### config.mk
export PLATFORM = sky130hd
export DESIGN_NAME = exc_order_unit
export DESIGN_NICKNAME = d
export VERILOG_FILES = /design/src/rtl/exc_order_pkg.sv /design/src/rtl/exc_order_slot.sv /design/src/rtl/exc_order_commit.sv /design/src/rtl/exc_order_trap_reg.sv /design/src/rtl/exc_order_unit.sv
export SDC_FILE = /design/constraint.sdc
export NUM_CORES = 1
export LEC_CHECK = 0
export BUFFER_PORTS_ARGS = -buffer_cell sky130_fd_sc_hd__buf_2
export CORE_MARGIN = 5
export CORE_UTILIZATION = 45
export DETAILED_ROUTE_END_ITERATION = 7
export PLACE_DENSITY = 0.65
export RECOVER_POWER = 50
export SYNTH_ARGS = -nofsm -noshare
export SYNTH_HDL_FRONTEND = slang
export SYNTH_HIERARCHICAL = 1
export SYNTH_SLANG_ARGS = --single-unit
### constraint.sdc
create_clock -name clk -period 3.25 [get_ports clk]
set_input_delay 0.1625 -clock clk [delete_from_list [all_inputs] [get_ports clk]]
set_output_delay 0.1625 -clock clk [all_outputs]
set_load 0.02 [all_outputs]
### src/rtl/exc_order_pkg.sv
package exc_order_pkg;

  localparam int unsigned DEF_STAGES  = 5;
  localparam int unsigned DEF_PC_W    = 32;
  localparam int unsigned DEF_CAUSE_W = 3;

  // Stage positions; the commit point is always the last stage.
  typedef enum int unsigned {
    STG_FETCH  = 0,
    STG_DECODE = 1,
    STG_EXEC   = 2,
    STG_MEM    = 3,
    STG_WBACK  = 4
  } stage_e;

endpackage

### src/rtl/exc_order_slot.sv
// One pipeline position: holds the instruction's valid bit, PC and the
// status vector it has gathered so far, and merges this stage's report.
module exc_order_slot #(
  parameter int unsigned PC_W    = 32,
  parameter int unsigned CAUSE_W = 3
) (
  input  logic               clk,
  input  logic               rst_n,
  input  logic               flush,
  input  logic               d_valid,
  input  logic [PC_W-1:0]    d_pc,
  input  logic               d_exc,
  input  logic [CAUSE_W-1:0] d_cause,
  input  logic               flt,
  input  logic [CAUSE_W-1:0] flt_cause,
  output logic               q_valid,
  output logic [PC_W-1:0]    q_pc,
  output logic               m_exc,
  output logic [CAUSE_W-1:0] m_cause
);

  logic               q_exc;
  logic [CAUSE_W-1:0] q_cause;

  always_ff @(posedge clk or negedge rst_n) begin
    if (!rst_n) begin
      q_valid <= 1'b0;
      q_pc    <= '0;
      q_exc   <= 1'b0;
      q_cause <= '0;
    end else if (flush) begin
      q_valid <= 1'b0;
      q_exc   <= 1'b0;
      q_cause <= '0;
    end else begin
      q_valid <= d_valid;
      q_pc    <= d_pc;
      q_exc   <= d_valid & d_exc;
      q_cause <= d_valid ? d_cause : '0;
    end
  end

  // A bubble never picks up a report; an earlier recorded cause is kept.
  always_comb begin
    m_exc   = 1'b0;
    m_cause = '0;
    if (q_valid) begin
      if (q_exc) begin
        m_exc   = 1'b1;
        m_cause = q_cause;
      end else if (flt) begin
        m_exc   = 1'b1;
        m_cause = flt_cause;
      end
    end
  end

endmodule

### src/rtl/exc_order_commit.sv
// Commit decision at the last stage: either retire cleanly or trap and
// squash every occupied stage.
module exc_order_commit #(
  parameter int unsigned NUM_STAGES = 5,
  parameter int unsigned PC_W       = 32,
  parameter int unsigned CAUSE_W    = 3
) (
  input  logic [NUM_STAGES-1:0] occ,
  input  logic                  wb_exc,
  input  logic [PC_W-1:0]       wb_pc,
  input  logic [CAUSE_W-1:0]    wb_cause,
  output logic                  commit_valid,
  output logic [PC_W-1:0]       commit_pc,
  output logic                  trap,
  output logic [PC_W-1:0]       trap_pc,
  output logic [CAUSE_W-1:0]    trap_cause,
  output logic [NUM_STAGES-1:0] kill
);

  localparam int unsigned LAST = NUM_STAGES - 1;

  always_comb begin
    trap         = occ[LAST] & wb_exc;
    commit_valid = occ[LAST] & ~wb_exc;
    commit_pc    = wb_pc;
    trap_pc      = wb_pc;
    trap_cause   = wb_cause;
    kill         = trap ? occ : '0;
  end

endmodule

### src/rtl/exc_order_trap_reg.sv
// Exception PC / cause holding registers and the one-cycle redirect pulse.
module exc_order_trap_reg #(
  parameter int unsigned PC_W    = 32,
  parameter int unsigned CAUSE_W = 3
) (
  input  logic               clk,
  input  logic               rst_n,
  input  logic               trap,
  input  logic [PC_W-1:0]    trap_pc,
  input  logic [CAUSE_W-1:0] trap_cause,
  output logic               redirect,
  output logic [PC_W-1:0]    epc,
  output logic [CAUSE_W-1:0] ecause
);

  always_ff @(posedge clk or negedge rst_n) begin
    if (!rst_n) begin
      redirect <= 1'b0;
      epc      <= '0;
      ecause   <= '0;
    end else begin
      redirect <= trap;
      if (trap) begin
        epc    <= trap_pc;
        ecause <= trap_cause;
      end
    end
  end

endmodule

### src/rtl/exc_order_unit.sv
module exc_order_unit
  import exc_order_pkg::*;
#(
  parameter int unsigned NUM_STAGES = DEF_STAGES,
  parameter int unsigned PC_W       = DEF_PC_W,
  parameter int unsigned CAUSE_W    = DEF_CAUSE_W
) (
  input  logic                          clk,
  input  logic                          rst_n,
  input  logic                          in_valid,
  output logic                          in_ready,
  input  logic [PC_W-1:0]               in_pc,
  input  logic [NUM_STAGES-1:0]         flt_strobe,
  input  logic [NUM_STAGES*CAUSE_W-1:0] flt_cause,
  output logic                          commit_valid,
  output logic [PC_W-1:0]               commit_pc,
  output logic [NUM_STAGES-1:0]         kill,
  output logic                          redirect,
  output logic [PC_W-1:0]               epc,
  output logic [CAUSE_W-1:0]            ecause
);

  localparam int unsigned LAST = NUM_STAGES - 1;

  logic [NUM_STAGES-1:0] q_valid;
  logic [NUM_STAGES-1:0] m_exc;
  logic [NUM_STAGES-1:0] flt_eff;
  logic [PC_W-1:0]       q_pc    [NUM_STAGES];
  logic [CAUSE_W-1:0]    m_cause [NUM_STAGES];

  logic               trap;
  logic [PC_W-1:0]    trap_pc;
  logic [CAUSE_W-1:0] trap_cause;

  // Reports made during the redirect cycle are dropped; those made in the
  // trap cycle die with the flush of their slots.
  assign flt_eff  = flt_strobe & {NUM_STAGES{~redirect}};
  assign in_ready = ~trap & ~redirect;

  for (genvar s = 0; s < NUM_STAGES; s++) begin : g_slot
    logic               d_valid;
    logic [PC_W-1:0]    d_pc;
    logic               d_exc;
    logic [CAUSE_W-1:0] d_cause;

    if (s == int'(STG_FETCH)) begin : g_entry
      assign d_valid = in_valid & in_ready;
      assign d_pc    = in_pc;
      assign d_exc   = 1'b0;
      assign d_cause = '0;
    end else begin : g_chain
      assign d_valid = q_valid[s-1];
      assign d_pc    = q_pc[s-1];
      assign d_exc   = m_exc[s-1];
      assign d_cause = m_cause[s-1];
    end

    exc_order_slot #(
      .PC_W   (PC_W),
      .CAUSE_W(CAUSE_W)
    ) u_slot (
      .clk      (clk),
      .rst_n    (rst_n),
      .flush    (trap),
      .d_valid  (d_valid),
      .d_pc     (d_pc),
      .d_exc    (d_exc),
      .d_cause  (d_cause),
      .flt      (flt_eff[s]),
      .flt_cause(flt_cause[s*CAUSE_W +: CAUSE_W]),
      .q_valid  (q_valid[s]),
      .q_pc     (q_pc[s]),
      .m_exc    (m_exc[s]),
      .m_cause  (m_cause[s])
    );
  end

  exc_order_commit #(
    .NUM_STAGES(NUM_STAGES),
    .PC_W      (PC_W),
    .CAUSE_W   (CAUSE_W)
  ) u_commit (
    .occ         (q_valid),
    .wb_exc      (m_exc[LAST]),
    .wb_pc       (q_pc[LAST]),
    .wb_cause    (m_cause[LAST]),
    .commit_valid(commit_valid),
    .commit_pc   (commit_pc),
    .trap        (trap),
    .trap_pc     (trap_pc),
    .trap_cause  (trap_cause),
    .kill        (kill)
  );

  exc_order_trap_reg #(
    .PC_W   (PC_W),
    .CAUSE_W(CAUSE_W)
  ) u_trap (
    .clk       (clk),
    .rst_n     (rst_n),
    .trap      (trap),
    .trap_pc   (trap_pc),
    .trap_cause(trap_cause),
    .redirect  (redirect),
    .epc       (epc),
    .ecause    (ecause)
  );

endmodule

# Word level (Yosys, flattened, before mapping)
# Cells that the tools add are included.
# op_classes
bitwise_logic	12
n_mux	42
# ops
operator	count
two-way mux 3 bit	18
two-way mux 1 bit	23
AND 1 bit	8
AND 5 bit	1
two-way mux 5 bit	1
inverter 1 bit	3
# totals
in_bits	55
out_inout_bits	75
ff_bits	217
elab_cells	75

# Longest topological paths before layout
# Gate-level depths: netlist of run 1.
# logic_depth
word_depth	10
depth_mapped	6

# Hierarchy
# Netlist of run 1, hierarchy kept.
# modules_own_cells
mod	seq_area_each_um2	area_per_inst_um2	cells_each	n_inst
exc_order_slot	925.9	1561.5	86	5
exc_order_trap_reg	900.9	1478.9	75	1
exc_order_commit	0.0	548.0	74	1
exc_order_unit	0.0	51.3	8	1

# Worst setup path before layout of run 1
# OpenSTA, ideal clock, no wires.
# synth_timing
path_type	register to register
startpoint	register u_trap.redirect
endpoint	register u_trap.epc[0]
t_arrival_ps	1911
setup_time_ps	125
period_less_slack_ps	2036
slack_ps	1214
path_stages_with_launch	7
cell_sequence	dfrtp_1 > nor2b_1 > o21a_1 > and2_1 > buf_6 > buf_12 > mux2_4
# synth_between
elab_chain_cells	6
# synth_lines
element	line_no	source
start, declared	exc_order_trap_reg.sv:11	output logic redirect,
start signal, assigned	exc_order_trap_reg.sv:22	redirect <= trap;
inverter 1 bit	exc_order_unit.sv:37	assign flt_eff = flt_strobe & {NUM_STAGES{~redirect}};
AND 5 bit	exc_order_unit.sv:37	
via flt_eff[4]	exc_order_unit.sv:27	logic [NUM_STAGES-1:0] flt_eff;
two-way mux 1 bit	exc_order_slot.sv:51	end else if (flt) begin
two-way mux 1 bit	exc_order_slot.sv:48	if (q_exc) begin
two-way mux 1 bit	exc_order_slot.sv:47	if (q_valid) begin
via m_exc[4]	exc_order_unit.sv:26	logic [NUM_STAGES-1:0] m_exc;
AND 1 bit	exc_order_commit.sv:23	trap = occ[LAST] & wb_exc;
via trap	exc_order_unit.sv:31	logic trap;
end signal, assigned	exc_order_trap_reg.sv:24	epc <= trap_pc;
end, declared	exc_order_trap_reg.sv:12	output logic [PC_W-1:0] epc,
# The timed path passes the listed nets, and every way through them passes these cells.
# A chain may end at the register's enable or synchronous reset.

# Worst setup path in the final report of run 1
# layout_timing
startpoint	register u_trap.redirect
endpoint	register u_trap.epc[31]
# layout_between
elab_chain_cells	6
# layout_lines
element	line_no
inverter 1 bit	exc_order_unit.sv:37
AND 5 bit	exc_order_unit.sv:37
via flt_eff[4]	exc_order_unit.sv:27
two-way mux 1 bit	exc_order_slot.sv:51
two-way mux 1 bit	exc_order_slot.sv:48
two-way mux 1 bit	exc_order_slot.sv:47
via m_exc[4]	exc_order_unit.sv:26
AND 1 bit	exc_order_commit.sv:23
# The timed path passes the listed nets, and every way through them passes these cells.

==> results.toml, run 1 <==
[sta]
max-slew-margin-rel_pct = 24.1
worst_pin_slew_ns = 1.14
setup_tns_ns = 0
setup_viol = 0
rsz0062_at_grt = "false"
post-route-period-util_pct = 73.7
clock-skew-final_ns = 0.00873
drv_slew = 0
layout_min_cycle_time_ns = 2.40
max_freq_mhz = 417
final_hold_viol_count = 0

[clock_tree]
cts_tree = "yes"
ctsResizeCount = 0
cts-htree-levels = 1
numClockSinks = 221
clk_path_buf_depth = 3
postCtsSetupBuffers = 0
path_clk_slew_ns = 0.06
cts_buffers = 26
clock_latency_ns = 0.51
root_buffer = "clkbuf_16"

[yosys]
synth_simple_gate_area_share_pct = 4.09
synth-seq-area-share_pct = 55.9
post-synth-top-area-cell = "dfrtp_1"
synth.top_cell.area_share_pct = 55.9
yosysUniqueCellTypes = 18
synth_area_um2 = 9890
synth_seq_cells = 221
synthMuxAreaShare_pct = 29.0
yosysMostFrequentCell = "dfrtp_1"
syn_avg_cell_area_um2 = 16.8
synth_edf_count = 0
synth_commonest_cells = "221 x dfrtp_1, 180 x mux2_4, 68 x buf_4"
synth-xor-area-share_pct = 0
yosysWarnings = 6
async_reset_ff_share_pct = 100
ys.flop_type = "dfrtp_1"
synth_top_family_by_area = "multiplexers"
synth-compound-area-share_pct = 1.39
synth_area_leaders = "dfrtp_1 56%, mux2_4 27%, buf_4 5.2%, buf_12 3.6%, mux2_2 1.7%"
synthCells = 587
yosys.area_share.adder_pct = 0

[global_routing]
grt-ovfl-total = 0
grt_max_degree = 136
grt_use_met2_pct = 20.0
busiest_layer = "met2"
met1_usage_pct = 17.3
grt_pass1_wl_um = 26400
grt_util_all_layers_pct = 12.8
antenna_found_initial = 1
grt_pass1_vias = 5118
grt_use_met3_pct = 3.06

[worst_setup_path]
startpoint_type = "register"
worstSetupPathType = "reg -> reg"
cp_data_required_time_ns = 3.63
arrival_ns = 2.78
cp-end-kind = "register"
cp_max_fo = 32

[placed_design]
port_buffers = 129
gp_congestion = 0.730
hpwl_um = 10500

[die]
std_cell_rows = 54
dieArea_um2 = 25000
die_x_um = 158
die_h_um = 158
ios = 130
start_util_pct = 45.4
core_um2 = 21800

[worst_hold_path]
min_path_type = "in -> reg"

[cells_and_area]
utilization_pct = 51.7
drive_gt1_share_pct = 44.4
fin_nets = 754
area_growth_pct = 13.8

[outcome]
status = "finished, final reports clean"

[route]
initialDrtViolationCount = 210
ant_nets = 0
routed_via_density = 4.77
avgRoutedWirePerCell_um = 15.9
vias = 4758
wl_um = 15900
first_pass_iters = 5
drcViolationCount = 0

[pwr]
leakage_nw = 5.17
ir_drop_uv = 542
powerDensity_nw_per_um2 = 878

[run]
cap_violations = 0
==> cells by family (layout without fill, tap and decap cells) <==
kind of cell | after synthesis | in the layout
AO/OA/AOI/OAI | 15 | 15
other | 1 | 5
buffers and inverters | 92 | 219
AND/OR/NAND/NOR | 63 | 63
flip-flops | 221 | 221
multiplexers | 195 | 195
==> layer usage <==
layer / wire [µm] / vias up
li1: - / 2194
met1: 7210 / 2401
met2: 7230 / 120
met3: 893 / 43
met4: 541 / 0
met5: 0 / -
==> per-stage QoR <==
| stage | worst slack (ns) | power, mW | instance area (µm²) | hold WS (ns) | std cells |
|---|---|---|---|---|---|
| 4_1_cts | 0.841 | 10.1 | 11300 | 0.000212 | 997 |
| 5_1_grt | 0.698 | 10.4 | 11300 | 0.0213 | 998 |
| 2_1_floorplan | 1.21 | 6.91 | 9900 | -0.133 | 590 |
| 6_report | 0.854 | 9.88 | 11300 | 0.0182 | 998 |
| 3_5_place_dp | 0.859 | 7.18 | 10100 | -0.00126 | 916 |
| 3_3_place_gp | 0.978 | 7.05 | 10100 | -0.00426 | 916 |
==> worst paths after layout <==
kind | slack [ns] | from | end | cells past startpoint
setup reg to reg | 0.85 | u_trap/redirect | u_trap/epc[31] | 6
min in group asynchronous | 0.40 | rst_n | g_slot[1].u_slot/q_cause[2] | 2
max in group asynchronous | 1.42 | rst_n | u_trap/epc[13] | 3
hold reg to reg | 0.50 | g_slot[1].u_slot/q_pc[5] | g_slot[2].u_slot/q_pc[5] | 1
hold / removal | 0.02 | flt_cause[11] | g_slot[4].u_slot/q_cause[2] | 3
setup / recovery | 0.85 | u_trap/redirect | u_trap/epc[31] | 6
==> cell type report <==
| class | instances | area (µm²) |
|---|---|---|
| antenna | 1 | 2.50 |
| clock buffer | 35 | 756 |
| clock inverter | 11 | 111 |
| fill | 1850 | 10500 |
| multi-input combinational | 277 | 3430 |
| sequential | 221 | 5530 |
| tap | 280 | 350 |
| timing repair buffer | 173 | 1070 |
==> cell usage in the layout (no fill, tap or decap), types with 4 or more instances in the layout <==
master	synthesis	layout
a32o_1	10	10
and2_1	26	25
and3_1	4	4
buf_12	18	7
buf_2	0	64
clkbuf_1	0	68
clkbuf_16	0	27
clkbuf_8	0	5
clkinv_2	0	8
conb_1	1	4
dfrtp_1	221	221
dlygate4sd3_1	0	35
mux2_2	15	15
mux2_4	180	180
nand2_1	5	5
nand3_1	5	5
nand4b_1	5	5
nor2b_1	11	11
nor2b_2	5	5
o21a_1	5	5
==> report_power, final <==
part | leakage [nW] | switching, mW | internal (mW)
clock | 0.438 | 1.07 | 1.78
sequential | 2.64 | 0.611 | 3.61
combinational | 2.10 | 1.28 | 1.53
total | 5.17 | 2.96 | 6.92
==> flip-flops by register name (all words and copies together), names as in the netlist <==
register / flops
g_slot.u_slot/q_cause: 15
g_slot.u_slot/q_exc: 5
g_slot.u_slot/q_pc: 160
g_slot.u_slot/q_valid: 5
u_trap/ecause: 3
u_trap/epc: 32
u_trap/redirect: 1
==> critical path: stages, from the launching register on <==
cell,delay (ns)
dfrtp_1,0.47
nor2b_1,0.22
o21a_1,0.25
and2_4,0.39
buf_12,0.30
buf_12,0.24
mux2_2,0.36
==> repair_timing <==
| item | CTS | global route |
|---|---|---|
| hold buffers | 35 | 0 |
| setup endpoints to repair | 0 | 0 |
| hold endpoints to repair | 188 | 0 |
Note: power is estimated with default switching activity, not from simulation.
==> run 2, diff against run 1 <==
==> constraint.sdc (replaced) <==
create_clock -name clk -period 2.35 [get_ports clk]
set_input_delay 0.1175 -clock clk [delete_from_list [all_inputs] [get_ports clk]]
set_output_delay 0.1175 -clock clk [all_outputs]
set_load 0.02 [all_outputs]
==> run 2 against run 1 <==
  * Sequential share of layout area barely moved
  * Final cell count rose by 0.90%
  * Core utilization barely moved
  * Clock skew fell by 0.00057 ns
  * Clock power rose by 23%
  * Die area did not move
  * Clock-buffer cell count rose by 1
  * Design area barely moved
  * Critical endpoint is now in_ready
  * Via count rose by 0.27%
  * Register-to-register slack got worse by 0.48 ns
  * Flip-flop and latch count did not move
  * Total power rose by 34%
==> results.toml, run 2 (synthesis gave the netlist of run 1 again) <==
[pwr]
fin_total_pwr_mw = 13.3
switching_power_mw = 4.01
power_frac_comb_pct = 29.8
clockPowerShare_pct = 26.5
ir_drop_uv = 529
swShare_pct = 30.2
intPower_mw = 9.27
seqPwrFrac_pct = 43.8
leakage_nw = 5.16
powerDensity_nw_per_um2 = 1180

[cells_and_area]
design_area_um2 = 11200
drive_gt1_share_pct = 43.2
fin_nets = 767
reg_top3 = "g_slot.u_slot/q_pc x160, u_trap/epc x32, g_slot.u_slot/q_cause x15"
final_cell_mix = "221 x dfrtp_1, 180 x mux2_4, 76 x clkbuf_1"
area_growth_pct = 13.8
layout_commonest_cell = "dfrtp_1"
regMostFlops = "g_slot.u_slot/q_pc"
diodes = 0
largest_register_ffs = 160

[worst_setup_path]
reg2reg_from = "u_trap/redirect"
startpoint_type = "register"
r2r-end = "g_slot[2].u_slot/q_pc[24]"
cp-end-kind = "primary output"
crit_buf_inv = 2
cp_data_required_time_ns = 2.23
arrival_ns = 1.91
worstPathCellList = "nor2b_1, o21a_1, and2_4, buf_4, nor2_1, buf_2"
crit_slowest_cell = "dfrtp_1"
r2r_setup_slack_ns = 0.37
cp_slowest_stage_delay_ns = 0.37
worstSetupPathType = "reg -> out"
worst_r2r_path_depth = 5
cp_max_fo = 7
crit_family = "simple AND/OR/NAND/NOR gates"

[global_routing]
grt_pass1_vias = 5160
antenna_found_initial = 0
grt-ovfl-total = 0
grt_pass1_wl_um = 26800
grt_util_all_layers_pct = 12.9
grt_max_degree = 90

[clock_tree]
postCtsSetupBuffers = 0
holdBufCountCts = 41
path_clk_slew_ns = 0.06
numClockSinks = 221
ctsResizeCount = 0
clock_latency_ns = 0.49
cts_tree = "yes"
clk_path_buf_depth = 3
cts-htree-levels = 1
root_buffer = "clkbuf_16"
cts_buffers = 24

[run]
cap_violations = 0

[route]
vias = 4771
routed_via_density = 4.74
drcViolationCount = 0
initialDrtViolationCount = 163
first_pass_iters = 4
ant_nets = 0
wl_um = 16100
avgRoutedWirePerCell_um = 16.0

[placed_design]
hpwl_um = 10800
place_area_um2 = 10200
port_buffers = 129
gp_congestion = 0.721

[sta]
max-slew-margin-rel_pct = 16.1
rsz0062_at_grt = "false"
setup_tns_ns = 0
worst_pin_slew_ns = 1.26
max_freq_mhz = 493
layout_min_cycle_time_ns = 2.03
clock-skew-final_ns = 0.00816
post-route-period-util_pct = 86.4
setup_viol = 0
final_hold_viol_count = 0
drv_slew = 0
whs_ns = 0.0253

[worst_hold_path]
hold_end = "g_slot[1].u_slot/q_cause[1]"
min-delay-start = "flt_cause[1]"
min_path_type = "in -> reg"
worstHoldPathCells = 4

[die]
std_cell_rows = 54
die_h_um = 158
dieArea_um2 = 25000
die_x_um = 158
ios = 130
core_um2 = 21800
start_util_pct = 45.4

[outcome]
status = "finished, final reports clean"
run 2: cell count changes in the layout (fill, tap and decap cells not counted), moves of 2 or more:
cell,previous run,this run
clkinv_2,8,3
clkbuf_16,27,25
clkbuf_4,0,2
clkbuf_1,68,76
buf_4,2,7
clkbuf_8,5,2
dlygate4sd3_1,35,41
buf_2,64,62
run 2: power groups by stage:
stage	Sequential, mW	Clock [mW]	Combinational [mW]
after floorplan	6.00	0	3.56
final	5.81	3.51	3.95
after global routing	5.99	3.78	4.22
after global placement	5.79	0	4.00
after detailed placement	5.88	0	4.10
after CTS	5.82	3.64	4.17
run 2: cell type report:
| type | instances | area [µm²] |
|---|---|---|
| clock inverters | 5 | 52.6 |
| well taps | 280 | 350 |
| flip-flops and latches | 221 | 5530 |
| clock buffers | 36 | 687 |
| fillers | 1827 | 10500 |
| multi-input cells | 277 | 3430 |
| repair buffers | 188 | 1200 |
run 2: through the flow:
step	setup slack, ns	utilization [%]	std cells
2_1_floorplan	0.314	-	590
6_report	0.320	51.7	1007
5_1_grt	0.144	51.7	1007
4_1_cts	0.270	52.2	1007
3_3_place_gp	0.425	47.0	925
3_5_place_dp	0.364	47.0	925
run 2: worst max-delay path by stage:
stage | from | endpoint | slack (ns) | cells after the start
floorplan | u_trap/redirect | u_trap/epc[0] | 0.31 | 6
global placement | u_trap/redirect | g_slot[0].u_slot/q_pc[24] | 0.43 | 5
detailed placement | u_trap/redirect | g_slot[2].u_slot/q_pc[24] | 0.36 | 5
CTS | u_trap/redirect | in_ready | 0.27 | 6
global route | u_trap/redirect | in_ready | 0.14 | 6
finish | u_trap/redirect | in_ready | 0.32 | 6
run 2: routing by layer:
metal,wire length (µm),vias to the layer above,GRT usage (%),share of wire (%)
met4,516,0,4.06,3.2
met2,7510,124,20.5,47
met3,881,31,2.79,5.5
met5,0,-,0,0
met1,7170,2394,17.8,45
li1,-,2222,-,-
run 2: worst reg2reg max path: stages (launching register included):
cell and delay, ns:
dfrtp_1 0.37, nor2b_1 0.18, o21a_1 0.24, and2_4 0.24
buf_12 0.40, mux2_2 0.43
